--- config.mk ---
export PLATFORM = sky130hd
export DESIGN_NAME = thermo_alert
export DESIGN_NICKNAME = d
export VERILOG_FILES = /design/src/rtl/thermo_pkg.sv /design/src/rtl/thermo_dp.sv /design/src/rtl/thermo_ctl.sv /design/src/rtl/thermo_alert.sv
export SDC_FILE = /design/constraint.sdc
export NUM_CORES = 1
export LEC_CHECK = 0
export BUFFER_PORTS_ARGS = -buffer_cell sky130_fd_sc_hd__buf_2
export CAP_MARGIN = 20
export CELL_PAD_IN_SITES_DETAIL_PLACEMENT = 1
export CELL_PAD_IN_SITES_GLOBAL_PLACEMENT = 1
export CORE_AREA = 2 2 78 80
export CTS_CLUSTER_DIAMETER = 150
export CTS_CLUSTER_SIZE = 30
export DETAILED_ROUTE_END_ITERATION = 8
export DIE_AREA = 0 0 80 82
export PLACE_DENSITY_LB_ADDON = 0.08
export SLEW_MARGIN = 10
export SYNTH_ARGS = -nofsm -noshare
export SYNTH_HDL_FRONTEND = slang
export SYNTH_SLANG_ARGS = --single-unit
--- constraint.sdc ---
create_clock -name clk -period 3.2 [get_ports clk]
set_input_delay 0.32 -clock clk [delete_from_list [all_inputs] [get_ports clk]]
set_output_delay 0.32 -clock clk [all_outputs]
set_load 0.05 [all_outputs]
--- src/rtl/thermo_pkg.sv ---
package thermo_pkg;

  // control -> datapath: which condition each counting lane is looking for
  typedef struct packed {
    logic cmpSeekLow;   // hysteresis lane wants samples below the low limit
    logic intSeekLow;   // event lane wants samples below the low limit
    logic intArmed;     // event lane may count (interrupt mode, nothing latched)
  } seek_t;

  // datapath -> control: qualified events, one-cycle strobes
  typedef struct packed {
    logic cmpHit;
    logic intHit;
  } hit_t;

  localparam int CNT_W = 3;

  // consecutive samples required for each queue code
  function automatic logic [CNT_W-1:0] faultNeed(input logic [1:0] sel);
    logic [CNT_W-1:0] n;
    case (sel)
      2'd0:    n = 3'd1;
      2'd1:    n = 3'd2;
      2'd2:    n = 3'd4;
      default: n = 3'd6;
    endcase
    return n;
  endfunction

endpackage

--- src/rtl/thermo_dp.sv ---
module thermo_dp
  import thermo_pkg::*;
#(
  parameter int TEMP_W = 13
) (
  input  logic              clk,
  input  logic              rst_n,
  input  logic              sampleValid,
  input  logic [TEMP_W-1:0] sampleData,
  input  logic [TEMP_W-1:0] highLimit,
  input  logic [TEMP_W-1:0] lowLimit,
  input  logic              extMode,
  input  logic [1:0]        faultSel,
  input  seek_t             seek,
  output hit_t              hits
);

  localparam int LANES = 2;
  localparam int SUM_W = CNT_W + 1;

  // narrow format: drop the top bit and sign-extend from the next one
  function automatic logic signed [TEMP_W-1:0] fitFormat(
      input logic [TEMP_W-1:0] v, input logic wide);
    logic [TEMP_W-1:0] r;
    r = wide ? v : {v[TEMP_W-2], v[TEMP_W-2:0]};
    return signed'(r);
  endfunction

  logic signed [TEMP_W-1:0] sVal, hiVal, loVal;
  logic                     atOrAboveHigh, belowLow;
  logic [CNT_W-1:0]         need;

  always_comb begin
    sVal          = fitFormat(sampleData, extMode);
    hiVal         = fitFormat(highLimit, extMode);
    loVal         = fitFormat(lowLimit, extMode);
    atOrAboveHigh = (sVal >= hiVal);
    belowLow      = (sVal < loVal);
    need          = faultNeed(faultSel);
  end

  logic laneSeekLow [LANES];
  logic laneEn      [LANES];
  logic laneHit     [LANES];

  always_comb begin
    laneSeekLow[0] = seek.cmpSeekLow;
    laneEn[0]      = 1'b1;
    laneSeekLow[1] = seek.intSeekLow;
    laneEn[1]      = seek.intArmed;
  end

  for (genvar gi = 0; gi < LANES; gi++) begin : g_lane
    logic [CNT_W-1:0] cnt;
    logic             cond;
    logic             reach;

    always_comb begin
      cond  = laneSeekLow[gi] ? belowLow : atOrAboveHigh;
      reach = ({1'b0, cnt} + SUM_W'(1)) >= {1'b0, need};
      laneHit[gi] = laneEn[gi] && sampleValid && cond && reach;
    end

    always_ff @(posedge clk or negedge rst_n) begin
      if (!rst_n) begin
        cnt <= '0;
      end else if (!laneEn[gi]) begin
        cnt <= '0;
      end else if (sampleValid) begin
        if (!cond || reach) cnt <= '0;
        else                cnt <= cnt + CNT_W'(1);
      end
    end
  end

  always_comb begin
    hits.cmpHit = laneHit[0];
    hits.intHit = laneHit[1];
  end

endmodule

--- src/rtl/thermo_ctl.sv ---
module thermo_ctl
  import thermo_pkg::*;
(
  input  logic  clk,
  input  logic  rst_n,
  input  hit_t  hits,
  input  logic  intMode,
  input  logic  polarity,
  input  logic  regRead,
  input  logic  respWon,
  input  logic  shutdown,
  output seek_t seek,
  output logic  alertPin,
  output logic  alertStatus,
  output logic  alertSource
);

  logic cmpOver;     // hysteresis state
  logic intPend;     // latched interrupt event
  logic intSeekLow;  // next interrupt event is a low-limit one
  logic srcLow;      // last relevant event came from the low limit
  logic sdPrev;
  logic clearReq;
  logic active;

  assign clearReq = regRead || respWon || (shutdown && !sdPrev);

  always_ff @(posedge clk or negedge rst_n) begin
    if (!rst_n) begin
      cmpOver    <= 1'b0;
      intPend    <= 1'b0;
      intSeekLow <= 1'b0;
      srcLow     <= 1'b0;
      sdPrev     <= 1'b0;
    end else begin
      sdPrev <= shutdown;
      if (hits.cmpHit) cmpOver <= !cmpOver;

      if (!intMode) begin
        intPend    <= 1'b0;
        intSeekLow <= 1'b0;
      end else if (hits.intHit) begin
        intPend    <= 1'b1;
        intSeekLow <= !intSeekLow;
      end else if (clearReq) begin
        intPend <= 1'b0;
      end

      if (intMode) begin
        if (hits.intHit) srcLow <= intSeekLow;
      end else begin
        if (hits.cmpHit) srcLow <= cmpOver;
      end
    end
  end

  always_comb begin
    seek.cmpSeekLow = cmpOver;
    seek.intSeekLow = intSeekLow;
    seek.intArmed   = intMode && !intPend;
    active          = intMode ? intPend : cmpOver;
    alertPin        = polarity ? active : !active;
    alertStatus     = polarity ? cmpOver : !cmpOver;
    alertSource     = srcLow ^ polarity;
  end

endmodule

--- src/rtl/thermo_alert.sv ---
module thermo_alert
  import thermo_pkg::*;
#(
  parameter int TEMP_W = 13
) (
  input  logic              clk,
  input  logic              rst_n,
  input  logic              sampleValid,
  input  logic [TEMP_W-1:0] sampleData,
  input  logic [TEMP_W-1:0] highLimit,
  input  logic [TEMP_W-1:0] lowLimit,
  input  logic              extMode,
  input  logic              intMode,
  input  logic              polarity,
  input  logic [1:0]        faultSel,
  input  logic              regRead,
  input  logic              respWon,
  input  logic              shutdown,
  output logic              alertPin,
  output logic              alertStatus,
  output logic              alertSource
);

  seek_t seek;
  hit_t  hits;

  thermo_dp #(.TEMP_W(TEMP_W)) u_dp (
    .clk        (clk),
    .rst_n      (rst_n),
    .sampleValid(sampleValid),
    .sampleData (sampleData),
    .highLimit  (highLimit),
    .lowLimit   (lowLimit),
    .extMode    (extMode),
    .faultSel   (faultSel),
    .seek       (seek),
    .hits       (hits)
  );

  thermo_ctl u_ctl (
    .clk        (clk),
    .rst_n      (rst_n),
    .hits       (hits),
    .intMode    (intMode),
    .polarity   (polarity),
    .regRead    (regRead),
    .respWon    (respWon),
    .shutdown   (shutdown),
    .seek       (seek),
    .alertPin   (alertPin),
    .alertStatus(alertStatus),
    .alertSource(alertSource)
  );

endmodule

# Word-level counts from Yosys, hierarchy flattened
# Cells that the tools add are included.
[totals] register_bits=11 in_bits=50 out_inout_bits=3 elab_cells=63
[op_classes] n_addsub=4 magnitude_cmp=4 eq_ne=5 n_mux=21 bitwise=1 reduce_logical=21
[ops] cell="2-to-1 mux 13 bit" n=3
[ops] cell=">= comparator 13 bit" n=1
[ops] cell="< comparator 13 bit" n=1
[ops] cell="2-to-1 mux 1 bit" n=13
[ops] cell="2-to-1 mux 3 bit" n=4
[ops] cell="one-hot mux 3 bit (3 select lines)" n=1
[ops] cell="adder 3 x 1 -> 4 bit, second input constant" n=2
[ops] cell=">= comparator 4 x 3 -> 1 bit" n=2
[ops] cell="logical AND 1 bit" n=7
[ops] cell="zero test 1 bit" n=7
[ops] cell="adder 3 x 1 -> 3 bit, second input constant" n=2
[ops] cell="logical OR 1 bit" n=4
[ops] cell="!= test 3 x 1 -> 1 bit, second input constant" n=1
[ops] cell="== test 2 x 1 -> 1 bit, second input constant" n=1
[ops] cell="== test 2 bit, second input constant" n=1
[ops] cell="zero test 2 bit" n=1
[ops] cell="!= test 2 x 1 -> 1 bit, second input constant" n=1
[ops] cell="!= test 2 bit, second input constant" n=1
[ops] cell="AND reduction 2 bit" n=1
[ops] cell="nonzero test 2 bit" n=1
[ops] cell="XOR 1 bit" n=1

# Logic depth before layout (Yosys ltp)
# Gate-level depths: netlist of the first run.
[depth] depth_word=8 mapped_depth=10 ltp_nobuf=10

# Hierarchy
# A second synthesis of the first run with hierarchy kept.
[hier_totals] hier_cells=174 area_unflattened_um2=1490.2
[modules_own_cells] module="thermo_dp" instances=1 cells_each=153 area_per_inst_um2=1228.7 seq_area_each_um2=150.1
[modules_own_cells] module="thermo_ctl" instances=1 cells_each=21 area_per_inst_um2=261.5 seq_area_each_um2=125.1

# Worst setup path after synthesis of the first run
# OpenSTA, ideal clock, no wires.
[synth_path] path_type="input to register" start="in extMode" end="reg u_ctl.srcLow" setup_time_ns=0.094 arrival_time_ns=2.633 required_time_ns=3.106 setup_slack_ns=0.473 stages=9 path_buffers=0 path_cell_list="mux2_2 ha_1 nand4_1 a21oi_1 a2111o_1 mux2_4 a211o_4 mux2i_1 a221oi_2"
[synth_between] elab_chain_len=7 elab_cells_between_ends=14 cone_classes="2 x order compare; 1 x eq/ne; 5 x mux; 6 x reduce/logical"
[synth_lines] item="from (decl)" line="thermo_alert.sv:12" text="input logic extMode,"
[synth_lines] item="2-to-1 mux 13 bit" line="thermo_dp.sv:25" text="r = wide ? v : {v[TEMP_W-2], v[TEMP_W-2:0]};"
[synth_lines] item=">= comparator 13 bit or < comparator 13 bit (tied branches)" line="thermo_dp.sv:37, thermo_dp.sv:38"
[synth_lines] item="2-to-1 mux 1 bit" line="thermo_dp.sv:59" text="cond = laneSeekLow[gi] ? belowLow : atOrAboveHigh;"
[synth_lines] item="logical AND 1 bit (2 in series)" line="thermo_dp.sv:61" text="laneHit[gi] = laneEn[gi] && sampleValid && cond && reach;"
[synth_lines] item="!= test 2 x 1 -> 1 bit (no line) or nonzero test 2 bit (tied branches)"
[synth_lines] item="AND reduction 2 bit (no line) *"
[synth_lines] item="to (signal assigned)" line="thermo_ctl.sv:50" text="if (hits.intHit) srcLow <= intSeekLow;"
[synth_lines] item="to (signal assigned)" line="thermo_ctl.sv:52" text="if (hits.cmpHit) srcLow <= cmpOver;"
[synth_lines] item="to (decl)" line="thermo_ctl.sv:21" text="logic srcLow;"
# Every way passes the cells marked *; elsewhere a longest branch is shown, timed or not.
# A chain may end at the register's enable or synchronous reset.

# Worst setup path after layout of the first run
# Same ends and word-level chain as after synthesis.

==> out/qor.yml, run 1 <==
hold_class: "primary input to flip-flop"
grt_util_all_layers: 0.118
dp_cells: 297
timing.fmax_ghz: 0.352
final_cell_mix: "buf_2 (52), ha_1 (33), inv_1 (30)"
pwr-share-comb: 0.547
cp-end-kind: "flip-flop"
routed_wl_um: 3740
antenna_found_initial: 0
grt_pass1_vias: 1400
core_um2: 5750
place_congestion: 0.703
setup_viol: 0
critPathKind: "primary input to flip-flop"
hold_ws_ns: 0.196
n_antenna_cell: 0
dp_hpwl_um: 3290
postCtsSetupBuffers: 0
syn_nets: 255
cp-start-kind: "primary input"
avgSynthCellArea_um2: 8.61
drv_slew: 0
start_util: 0.258
yosysSeqAreaShare: 0.186
clockRootBuffer: "clkbuf_8"
crit_chain: "buf_2 > mux2_2 > ha_1 > nand4_1 > nor4_1 > nor3b_1 > mux2_4 > a211o_4 > mux2i_1 > a221oi_2"
fin_area_um2: 1870
grt_pass1_wl_um: 6260
period_share: 0.888
cts_max_path_buffers: 2
p_sw_uw: 349
slowest_stage: "nor4_1"
placed_cell_area_um2: 1810
port_buffers: 52
tightest_slew_ns: 0.524
peakVddDrop_mv: 0.247
core.rowCount: 28
power_uw: 786
required_ns: 3.35
ys_ff_latch: 11
cts.sinks: 11
pin_count: 53
die_area_um2: 6560
htree_levels: 1
pwr-share-clk: 0.181
cp.arrival_ns: 2.99
ant_nets: 0
seqPwrFrac: 0.272
rsz0062_at_grt: "false"
numCtsBuffers: 3
drtIter0Drc: 25
synth_edf_count: 0
worst_clock_skew_ns: 0.00552
synth_cell_types: 47
synth_area_um2: 1480
relSlewSlack: 0.646
final_common_cell: "buf_2"
p_int_uw: 437
p_per_area_nw_per_um2: 422
p_leak_nw: 1.03
overflow: 0
outcome: "complete, no violations"
vias: 1402
remaining_drc_errors: 0
grt_start_max_net_pins: 12
hold_violations: 0
area_growth_pct: 25.9
netlist_instances: 172
drtPass1Iterations: 4
cp_max_fo: 6
min_period_ns: 2.84
max_stage_delay_ns: 0.49
swShare: 0.444
finalNetCount: 311
vias_per_cell: 4.64
ys_warn_count: 0
finalSetupTns_ns: 0
cts_tree: "yes"
wire_per_inst_um: 12.4
clk_pin_slew_ns: 0.06
die_width_um: 80
drv_cap: 0
die_h_um: 82
final_layout_size_suffix_gt1_frac: 0.282
async_reset_ff_frac: 1.00
clkLatencyLatePin_ns: 0.24
final-instance-count-excl-fill: 302
synth-main-ff-cell: "dfrtp_1"
[power by group through the flow]
stage                     clock [mW]  combinational (mW)  sequential, mW
after global placement             0               0.434           0.217
after CTS                      0.146               0.438           0.214
after global routing           0.153               0.492           0.222
after floorplan                    0               0.321           0.204
final                          0.142               0.430           0.214
after detailed placement           0               0.433           0.217
[logic make-up after synthesis]
logic type      synth area share
xor+xnor                  0.0296
buf+inv                   0.0929
fa+ha+maj                  0.279
flops                      0.186
mux                       0.0524
simple gates               0.161
compound gates             0.199
[critical path: cells and delay by family]
kind / cells / cell delay [ns]
multiplexers: 3 / 0.79
AND/OR/NAND/NOR: 3 / 0.77
AO/OA/AOI/OAI: 2 / 0.62
adder cells (fa/ha/maj): 1 / 0.37
buffers and inverters: 1 / 0.12
[sequential cells by signal (all words and copies together), names as in the netlist]
signal / count
u_ctl.cmpOver: 1
u_ctl.intPend: 1
u_ctl.intSeekLow: 1
u_ctl.sdPrev: 1
u_ctl.srcLow: 1
u_dp.g_lane.cnt: 6
[cell usage after synthesis, types with 2 or more instances]
library cell  instances  area [um^2]
ha_1                 33          413
inv_1                30          113
dfrtp_1              11          275
nand2_1               9         33.8
a21oi_1               8         40.0
nand3_1               6         30.0
nand2b_1              5         31.3
o21ai_0               5         25.0
o21ai_1               5         25.0
a31oi_1               4         25.0
mux2i_1               4         40.0
nor2_1                4         15.0
nor2b_1               4         25.0
nand4_1               3         18.8
nor3b_1               3         22.5
xor2_1                3         26.3
a21o_1                2         15.0
o211ai_1              2         15.0
or2_2                 2         12.5
xnor2_1               2         17.5
[final cells by class]
class / instances / area [um^2]
flip-flops and latches: 11 / 275
inverters: 30 / 113
well taps: 75 / 93.8
multi-input cells: 129 / 1070
repair buffers: 53 / 270
clock buffers: 4 / 45.0
fillers: 725 / 3880
[through the flow]
| step | setup WS (ns) | utilization |
|---|---|---|
| finish | 0.357 | 0.325 |
| CTS | 0.343 | 0.325 |
| global route | 0.111 | 0.325 |
| detailed placement | 0.101 | 0.315 |
| floorplan | 0.473 | - |
| global placement | 0.202 | 0.315 |
[worst paths after layout]
| kind | from | depth (start not counted) | endpoint | slack (ns) |
|---|---|---|---|---|
| min reg2reg | u_dp.g_lane[1].cnt[1] | 1 | u_dp.g_lane[1].cnt[1] | 0.54 |
| min | shutdown | 1 | u_ctl.sdPrev | 0.20 |
| max | extMode | 10 | u_ctl.srcLow | 0.36 |
| min in group asynchronous | rst_n | 2 | u_ctl.intPend | 0.49 |
| max in group asynchronous | rst_n | 2 | u_dp.g_lane[1].cnt[1] | 2.49 |
| max reg2reg | u_dp.g_lane[1].cnt[0] | 10 | u_ctl.srcLow | 0.41 |
[metal layers]
layer  up-vias  track usage  wire length [um]
met1       637        0.155              1770
met5         -            0                 0
met3         2       0.0209               227
met4         0       0.0203                15
met2        37        0.203              1720
li1        726            -                 -
[timing repair]
action | 4_1_cts | 5_1_grt
hold buffers | 1 | 0
resized for setup | 0 | 0
endpoints found under the hold margin | 11 | 0
Power figures use the tool's default switching activity.
==> run 2: changes to the inputs <==
--- a/config.mk
+++ b/config.mk
@@ -10,6 +10,7 @@
 export CELL_PAD_IN_SITES_DETAIL_PLACEMENT = 1
 export CELL_PAD_IN_SITES_GLOBAL_PLACEMENT = 1
 export CORE_AREA = 2 2 78 80
+export CTS_BUF_LIST = sky130_fd_sc_hd__clkbuf_4 sky130_fd_sc_hd__clkbuf_8 sky130_fd_sc_hd__clkbuf_16
 export CTS_CLUSTER_DIAMETER = 150
 export CTS_CLUSTER_SIZE = 30
 export DETAILED_ROUTE_END_ITERATION = 8
@@ -18,4 +19,5 @@
 export SLEW_MARGIN = 10
 export SYNTH_ARGS = -nofsm -noshare
 export SYNTH_HDL_FRONTEND = slang
+export SYNTH_HIERARCHICAL = 1
 export SYNTH_SLANG_ARGS = --single-unit
==> constraint.sdc (replaced) <==
create_clock -name clk -period 3.36 [get_ports clk]
set_input_delay 0.336 -clock clk [delete_from_list [all_inputs] [get_ports clk]]
set_output_delay 0.336 -clock clk [all_outputs]
set_load 0.05 [all_outputs]
==> run 2 against run 1 <==
Final area is 1.0% higher. Cell count is 0.33% higher. First-iteration DRC count is 72% lower. Global-route usage is 0.38 points higher. Core utilization is 0.33 points higher. Wire length is 0.86% lower. Worst hold slack better by 0.019 ns. Via count is 1.2% higher. Sequential share of layout area is 0.15 points lower. Clock power hardly changed.
==> out/qor.yml, run 2 <==
grt_start_max_net_pins: 12  # unchanged
antenna_found_initial: 0  # unchanged
required_ns: 3.48  # +0.13 ns
multi_input_area_um2: 1080  # +0.70%
final_layout_size_suffix_gt1_frac: 0.294  # +0.0119
finalSetupTns_ns: 0  # unchanged
start_util: 0.259  # +0.00152
final-instance-count-excl-fill: 303  # +0.33%
crit_buf_inv: 1  # unchanged
tightest_slew_ns: 0.522  # -0.00225 ns
synth_top_area_cell: "ha_1"
synth_xor_area_frac: 0.0411  # +0.0116
synth-main-ff-cell: "dfrtp_1"
crit_chain: "buf_2 > mux2_2 > ha_1 > nand4_1 > o221ai_1 > or4_1 > a21oi_2 > a211oi_2 > nor4_2 > mux2i_1 > mux2i_1"
postCtsSetupBuffers: 0  # unchanged
overflow: 0  # unchanged
clockRootBuffer: "clkbuf_8"
place_congestion: 0.799  # +14%
vias_per_cell: 4.68  # +0.88%
largest_reg_flops: 6  # unchanged
area_growth_pct: 26.4
regMostFlops: "u_dp/g_lane.cnt"
timing.fmax_ghz: 0.351
clk_pin_slew_ns: 0.05  # about the same
routed_wl_um: 3700  # -0.86%
pwr-share-clk: 0.196  # +0.015
yosysSeqAreaShare: 0.185  # -0.00109
dp_cells: 298  # +0.34%
die_h_um: 82  # unchanged
synth_top_family_by_area: "adder cells"
async_reset_ff_frac: 1.00  # unchanged
synth_fa_ha_area_frac: 0.277  # -0.00164
slowest_stage: "nor4_2"
worst_clock_skew_ns: 0.00424  # -0.00128 ns
yosys-top-cells-count: "ha_1 (33), inv_1 (32), nand2_1 (12)"
cp-start-kind: "primary input"
dp_hpwl_um: 3330  # +1.1%
period_share: 0.847
n_antenna_cell: 0  # unchanged
whs_path_depth: 1  # unchanged
fillers: 718  # -0.97%
pin_count: 53  # unchanged
ys_ff_latch: 11  # unchanged
relSlewSlack: 0.649  # +0.00321
hold_class: "primary input to flip-flop"
cpMostUsedCell: "mux2i_1"
cp_max_fo: 4  # -2
grt_pass1_vias: 1498  # +7.0%
cp.depth: 11  # +1
setup_ws_ns: 0.513  # +0.156 ns
rsz0062_at_grt: "false"
cts_max_path_buffers: 2  # unchanged
remaining_drc_errors: 0  # unchanged
die_width_um: 80  # unchanged
grt_util_all_layers: 0.121  # +0.00378
grt_pass1_wl_um: 6400  # +2.2%
synth-compound-area-share: 0.165  # -0.0339
synth_edf_count: 0  # unchanged
port_buffers: 52  # unchanged
synth_most_common_cell: "ha_1"
seqPwrFrac: 0.261  # -0.011
drtIter0Drc: 7  # -72%
setup_viol: 0  # unchanged
avgSynthCellArea_um2: 8.56  # -0.57%
pwr-share-comb: 0.543  # -0.004
synth_cell_types: 40  # -15%
core_um2: 5750  # unchanged
hold_violations: 0  # unchanged
max_stage_delay_ns: 0.51  # +0.02 ns
drv_cap: 0  # unchanged
drv_slew: 0  # unchanged
synthTopCellsByArea: "ha_1 (28%), dfrtp_1 (18%), inv_1 (8.1%), mux2i_1 (5.4%), xor2_1 (3.5%)"
synth_area_um2: 1490  # +0.59%
ys_warn_count: 6  # +6
p_per_area_nw_per_um2: 390  # -7.5%
core.rowCount: 28  # unchanged
synth_top_area_frac: 0.277  # -0.00164
netlist_instances: 174  # +1.2%
htree_levels: 1  # unchanged
final_cell_mix: "buf_2 (52), ha_1 (33), inv_1 (32)"
syn_nets: 257  # +0.78%
p_int_uw: 414  # -5.4%
die_area_um2: 6560  # unchanged
wire_per_inst_um: 12.2  # -1.2%
ant_nets: 0  # unchanged
r2r_cells: 8  # -2
final-seq-area_um2: 275  # unchanged
dp_slack_ns: 0.254  # +0.154 ns
swShare: 0.437  # -0.00696
peakVddDrop_mv: 0.297  # +20%
p_leak_nw: 1.05  # +2.0%
cts_tree: "yes"
clkLatencyLatePin_ns: 0.24  # about the same
min_period_ns: 2.85
crit_family: "simple AND/OR/NAND/NOR gates"
cts.sinks: 11  # unchanged
p_sw_uw: 321  # -8.0%
final_common_cell: "buf_2"
cp.arrival_ns: 2.97  # -0.02 ns
critPathKind: "primary input to flip-flop"
cp-end-kind: "flip-flop"
synth-simple-area-share: 0.177  # +0.0158
outcome: "complete, no violations"
numCtsBuffers: 3  # unchanged
vias: 1419  # +1.2%
drtPass1Iterations: 4  # unchanged
muxShareOfSynthArea: 0.0613  # +0.00893
fin_util: 0.328  # +0.00327
finalNetCount: 312  # +0.32%
run 2: worst paths after layout:
path	start	to	slack (ns)
setup / recovery	extMode	u_ctl/srcLow	0.51
setup reg to reg	u_dp/g_lane[1].cnt[0]	u_ctl/intPend	1.04
hold reg to reg	u_ctl/sdPrev	u_ctl/intPend	0.52
max in group asynchronous	rst_n	u_dp/g_lane[1].cnt[1]	2.65
hold / removal	shutdown	u_ctl/sdPrev	0.22
min in group asynchronous	rst_n	u_ctl/srcLow	0.49
run 2: power groups by stage:
stage	Clock [mW]	Sequential, mW	Combinational (mW)
6_report	0.144	0.192	0.399
5_1_grt	0.155	0.199	0.451
4_1_cts	0.150	0.193	0.408
3_5_place_dp	0	0.195	0.405
3_3_place_gp	0	0.196	0.397
2_1_floorplan	0	0.183	0.304
run 2: routing by layer:
layer	routed length, um	global-route usage
met3	161	0.0165
met5	0	0
met2	1830	0.220
met4	66	0.0424
met1	1650	0.147
run 2: kinds of logic after synthesis:
kind of cell,Yosys count
simple gates,46
buf+inv,35
compound gates,33
fa+ha+maj,33
flops,11
mux,9
xor+xnor,7
run 2: layout make-up:
cell class              instances  share of cell area
multi-input cells             128               0.571
flip-flops and latches         11               0.146
repair buffers                 53               0.143
inverters                      32              0.0637
well taps                      75              0.0498
clock buffers                   4              0.0259
run 2: worst register-to-register path, delay by kind of cell, from the launching register on:
kind                       cells  cell delay, ns
AOI/OAI and AO/OA              4            0.84
DFF                            1            0.43
and+or+nand+nor                2            0.31
adders and majority gates      2            0.63
run 2: repair_timing:
item,in CTS,in global routing
hold endpoints to repair,11,0
resized for setup,0,0
hold buffers,1,0
run 2: per-stage QoR:
step / area, um^2 / power (mW) / hold WS, ns
floorplan: 1490 / 0.487 / 0.0404
finish: 1880 / 0.735 / 0.216
CTS: 1880 / 0.752 / 0.210
detailed placement: 1830 / 0.601 / 0.228
global placement: 1830 / 0.593 / 0.233
global route: 1880 / 0.805 / 0.208
